`src/rtl/gain_stepper.sv`:
```
module gain_stepper #(
  parameter int DW = 18,
  parameter int CW = 7,
  parameter int SW = 3,
  parameter logic [CW-1:0] FLOOR = 7'h14,
  parameter logic [CW-1:0] UNITY = 7'h79
) (
  input  logic                 clk,
  input  logic                 rst_n,
  input  logic                 smp_stb,
  input  logic signed [DW-1:0] left_in,
  input  logic signed [DW-1:0] right_in,
  input  logic [CW-1:0]        target_code,
  input  logic [SW-1:0]        dwell_sel,
  input  logic                 mute_req,
  input  logic                 sync_lost,
  input  logic                 fixed_unity,
  output logic signed [DW-1:0] left_out,
  output logic signed [DW-1:0] right_out,
  output logic [CW-1:0]        cur_code
);
  localparam int TMW = (1 << SW) - 1;
  localparam int PW = DW + 18;
  localparam logic [CW-1:0] TOP = '1;
  localparam logic [CW-1:0] FIRST = FLOOR + 1'b1;
  localparam logic [TMW-1:0] ONE = 1;
  localparam logic signed [PW-1:0] PMAX = {{(PW-DW+1){1'b0}}, {(DW-1){1'b1}}};
  localparam logic signed [PW-1:0] PMIN = ~PMAX;

  logic [TMW-1:0] tmr;
  logic           dir_q;

  wire [CW-1:0] req  = fixed_unity ? UNITY : target_code;
  wire [CW-1:0] goal = (mute_req || sync_lost || req <= FLOOR) ? '0 : req;
  wire moving = cur_code != goal;
  wire go_up  = goal > cur_code;
  wire [TMW-1:0] last = (ONE << dwell_sel) - ONE;
  wire [CW-1:0] nxt = go_up ? ((cur_code == '0) ? FIRST : cur_code + 1'b1)
                            : ((cur_code == FIRST) ? '0 : cur_code - 1'b1);

  always_ff @(posedge clk) begin
    if (!rst_n) begin
      cur_code <= '0;
      tmr      <= '0;
      dir_q    <= 1'b0;
    end else if (!moving) begin
      tmr <= '0;
    end else if (go_up != dir_q) begin
      dir_q <= go_up;
      tmr   <= '0;
    end else if (smp_stb) begin
      if (tmr >= last) begin
        cur_code <= nxt;
        tmr      <= '0;
      end else begin
        tmr <= tmr + 1'b1;
      end
    end
  end

  function automatic logic signed [DW-1:0] scale(input logic signed [DW-1:0] x,
                                                  input logic [CW-1:0] c);
    logic [CW-1:0] d, q, r;
    logic [16:0] m;
    logic signed [PW-1:0] p;
    d = TOP - c;
    q = d / CW'(6);
    r = d % CW'(6);
    case (r)
      CW'(0):  m = 17'd65536;
      CW'(1):  m = 17'd58409;
      CW'(2):  m = 17'd52057;
      CW'(3):  m = 17'd46396;
      CW'(4):  m = 17'd41350;
      default: m = 17'd36854;
    endcase
    p = PW'(x) * $signed({1'b0, m});
    p = p >>> (15 + int'(q));
    if (p > PMAX)      scale = PMAX[DW-1:0];
    else if (p < PMIN) scale = PMIN[DW-1:0];
    else               scale = p[DW-1:0];
  endfunction

  always_ff @(posedge clk) begin
    if (!rst_n) begin
      left_out  <= '0;
      right_out <= '0;
    end else if (smp_stb) begin
      left_out  <= (cur_code == '0) ? '0 : scale(left_in, cur_code);
      right_out <= (cur_code == '0) ? '0 : scale(right_in, cur_code);
    end
  end

  a_r2_code_legal: assert property (@(posedge clk) disable iff (!rst_n)
    (cur_code == '0) || (cur_code > FLOOR));

  a_r4_strobe_only: assert property (@(posedge clk) disable iff (!rst_n)
    !smp_stb |=> $stable(cur_code));

  a_r4_single_step: assert property (@(posedge clk) disable iff (!rst_n)
    smp_stb |=> (cur_code == $past(cur_code)) || (cur_code == $past(cur_code) + 1'b1) ||
                (cur_code == $past(cur_code) - 1'b1) ||
                (cur_code == FIRST && $past(cur_code) == '0) ||
                (cur_code == '0 && $past(cur_code) == FIRST));

  a_r7_mute_no_rise: assert property (@(posedge clk) disable iff (!rst_n)
    mute_req |=> cur_code <= $past(cur_code));

  a_r8_sync_no_rise: assert property (@(posedge clk) disable iff (!rst_n)
    sync_lost |=> cur_code <= $past(cur_code));

  a_r3_silent_out: assert property (@(posedge clk) disable iff (!rst_n)
    (smp_stb && cur_code == '0) |=> (left_out == '0 && right_out == '0));
endmodule

```
`config.mk`:
```
export PLATFORM = sky130hd
export DESIGN_NAME = gain_stepper
export DESIGN_NICKNAME = d
export VERILOG_FILES = /design/src/rtl/gain_stepper.sv
export SDC_FILE = /design/constraint.sdc
export NUM_CORES = 2
export LEC_CHECK = 0
export BUFFER_PORTS_ARGS = -buffer_cell sky130_fd_sc_hd__buf_2
export CAP_MARGIN = 20
export CORE_UTILIZATION = 50
export CTS_CLUSTER_SIZE = 25
export DETAILED_ROUTE_END_ITERATION = 8
export GPL_TIMING_DRIVEN = 0
export PLACE_DENSITY = 0.66
export SYNTH_ARGS = -nofsm -noshare
export SYNTH_HDL_FRONTEND = slang
export SYNTH_SLANG_ARGS = --single-unit
```
`constraint.sdc`:
```
create_clock -name clk -period 13.3 [get_ports clk]
set_clock_uncertainty 0.05 [all_clocks]
set_input_delay 1.33 -clock clk [delete_from_list [all_inputs] [get_ports clk]]
set_output_delay 1.33 -clock clk [all_outputs]
set_load 0.02 [all_outputs]
```
==> run metrics <==
status completed; die area 63800 um2; Placed Area between 30000 and 40000 um2; Unique masters post-synth around 120; HPWL after DPL between 90 and 100 mm; global-route wire length before repair approximately 170 mm; f_max 78.0 MHz; post-synthesis sequential area ratio 3.25%; most frequent CP cell fa_1; most frequent cells in the layout inv_1 (788), fa_1 (602), nand2_1 (414); Detailed Route Iter0 Violations approximately 2500; r2r endpoint right_out[9]; CP endpoint right_out[9]; ratio of cells with drive above 1 in the final layout 8.27%; initial antenna violation count 4; CP required between 10 and 15 ns; CTS tree built; gr usage total 36.0%; Die Y 253 um; GR Overflow Total 0; aggregate routed wire length 112 mm; met3 usage 6.61%; clock slew at reported path FFs 0.08 ns; Syn. warnings 0; later-pin clock latency in the skew report 0.31 ns; CP Capture Type flip-flop; Vias 27800; Hold Vio Cnt, Final 0; r2r worst-path depth 41; Residual DRC 0; Slowest-stage cell, CP xor2_1; most common cell after layout, fill and taps aside inv_1; CTS root buffer clkbuf_16; final setup vio count 0; max_cap viols 0; drt via density 5.92; max-slew violations 0; number of synthesized flops with an enable pin 0; CP Launch Type flip-flop; Synth async-reset ratio 0%; Design Area, Final 33300 um2; Period Utilization, post-route 96.4%; syn_nets 4621; # IOs 95; Worst Tran Pin Value around 1.0 ns; kind of critical path flip-flop to flip-flop; largest net degree at the start of global routing 19; Synth Register Bits 51; Syn Area/Cell around 8.4 um2; # rows 91; Area Growth Syn to Fin 6.10%; Reg2Reg Launch Point cur_code[3]; Final #Nets 4728; grt met1 use 48.6%; Top FF cell, synth dfxtp_1; critical path's largest stage delay 0.62 ns; Core Region 61900 um2; Sink Count approximately 50; CTS buffer count 5; Tmin final 12.82 ns; CP max FO 10; drt pass-1 iters 6; H-Tree Depth 2; post-synthesis cell area 31400 um2; Buffers on Ports 83; Die X 253 um; Max Root-Sink Buffers 2; FF-to-FF setup slack 0.48 ns; filler cell count a little over 6000; Initial Util 50.7%; Worst Path Arrival 13.02 ns; Routed Antenna Nets 0; # hold bufs at CTS 0; gr busiest metal met2; Register Area 1020 um2; area of the multi-input gates 26500 um2; normalized max-slew margin approximately 31%; per-cell routed wire length approximately 24 um; Final GP Congestion around 1.0; Min-Delay Path Class flip-flop to flip-flop; Syn Inst Count between 3000 and 4000; Worst Setup SP cur_code[3]; vias in the first global route 28600; GRT met2 Usage 57.7%
-- cell families (layout without fill, tap and decap cells) --
family	count (synthesis)	in the layout	synth area share (%)
buffers and inverters	990	1098	12.6
xor gates and xnor gates	91	91	2.58
AOI/OAI and AO/OA	712	712	16.0
adders and majority gates	821	821	47.1
other	0	1	0
muxes	83	83	2.99
DFF	51	51	3.25
and+or+nand+nor	1000	1000	15.4
-- synth_stat cells, types with 8 or more instances --
library cell,instances,share of area (%)
a221o_1,23,0.73
o221ai_1,10,0.28
nor3_1,38,0.61
a21o_1,23,0.55
a21boi_0,14,0.33
nand2b_1,22,0.44
a31oi_1,24,0.48
buf_1,15,0.18
mux2i_1,59,1.9
a211o_1,8,0.22
nand3_1,55,0.88
o21bai_1,12,0.29
a21oi_1,154,2.5
o21ai_0,136,2.2
dfxtp_1,51,3.3
o211a_1,8,0.25
nor2_1,154,1.8
buf_2,27,0.43
a221oi_1,8,0.22
mux2_2,17,0.61
o21a_1,26,0.62
o211ai_2,14,0.56
o211ai_1,52,1.2
clkbuf_1,129,1.5
or3_1,14,0.28
xor2_1,36,1.0
o2111ai_1,9,0.25
ha_1,217,8.6
o22ai_1,20,0.40
nor4_1,11,0.22
inv_1,790,9.4
nor2b_1,14,0.28
a211oi_1,44,1.1
or2_2,12,0.24
nand2_1,415,5.0
nand4_1,17,0.34
xnor2_1,54,1.5
a22oi_1,10,0.24
o21ai_1,11,0.18
clkbuf_8,12,0.53
and2_1,150,3.0
and3_1,53,1.1
fa_1,604,38
-- cell type report --
class                      count  area share (%)
multi-input combinational   2707            79.6
timing repair buffer         102            1.70
tap                          837            3.14
sequential                    51            3.06
clock buffer                   5           0.375
buffer                       194            3.02
antenna                        1         0.00751
inverter                     794            8.96
clock inverter                 3          0.0826
-- how the worst min path moves through the flow --
stage,startpoint,depth (start not counted),slack (ns),to
6_report,right_out[8],2,0.42,right_out[8]
3_3_place_gp,left_out[17],2,0.38,left_out[17]
4_1_cts,right_out[8],2,0.43,right_out[8]
2_1_floorplan,dir_q,2,0.41,dir_q
3_5_place_dp,right_out[8],2,0.41,right_out[8]
5_1_grt,right_out[8],2,0.45,right_out[8]
-- flip-flops by register name, summed over array words and instances (netlist names) --
register	cells
dir_q	1
right_out	18
cur_code	7
left_out	18
tmr	7
-- critical path: cells and delay by family (launching register included) --
| kind | cells | cell delay (ns) |
|---|---|---|
| AOI/OAI and AO/OA | 10 | 2.62 |
| xor gates and xnor gates | 2 | 0.79 |
| adders and majority gates | 8 | 4.02 |
| buffers and inverters | 12 | 2.59 |
| DFF | 1 | 0.47 |
| and+or+nand+nor | 9 | 2.16 |
-- per-layer routing --
metal	wire, um	part of all wire (%)	vias up
li1	-	-	12300
met3	10100	9.0	273
met5	0	0	-
met2	50500	45	1343
met4	4970	4.4	0
met1	46400	41	13800
-- through the flow --
stage | TNS [ns] | utilization, % | std cells | hold slack [ns] | setup slack, ns
3_5_place_dp | -24.95 | 53.2 | 4673 | 0.407 | -0.846
5_1_grt | -0.0156 | 53.8 | 4694 | 0.452 | -0.00906
6_report | 0 | 53.8 | 4694 | 0.420 | 0.480
4_1_cts | 0 | 53.5 | 4684 | 0.427 | 0.0231
3_3_place_gp | -50.61 | 53.1 | 4668 | 0.384 | -1.91
2_1_floorplan | 0 | - | 3748 | 0.405 | 2.31
-- what timing repair did --
item / 4_1_cts / 5_1_grt
resized for setup: 19 / 49
setup endpoints to repair: 34 / 34
setup buffers: 4 / 8
pin swaps: 2 / 3
Power is not shown: default switching activity piles up to over one toggle a cycle in this logic, so the estimate is an artifact.
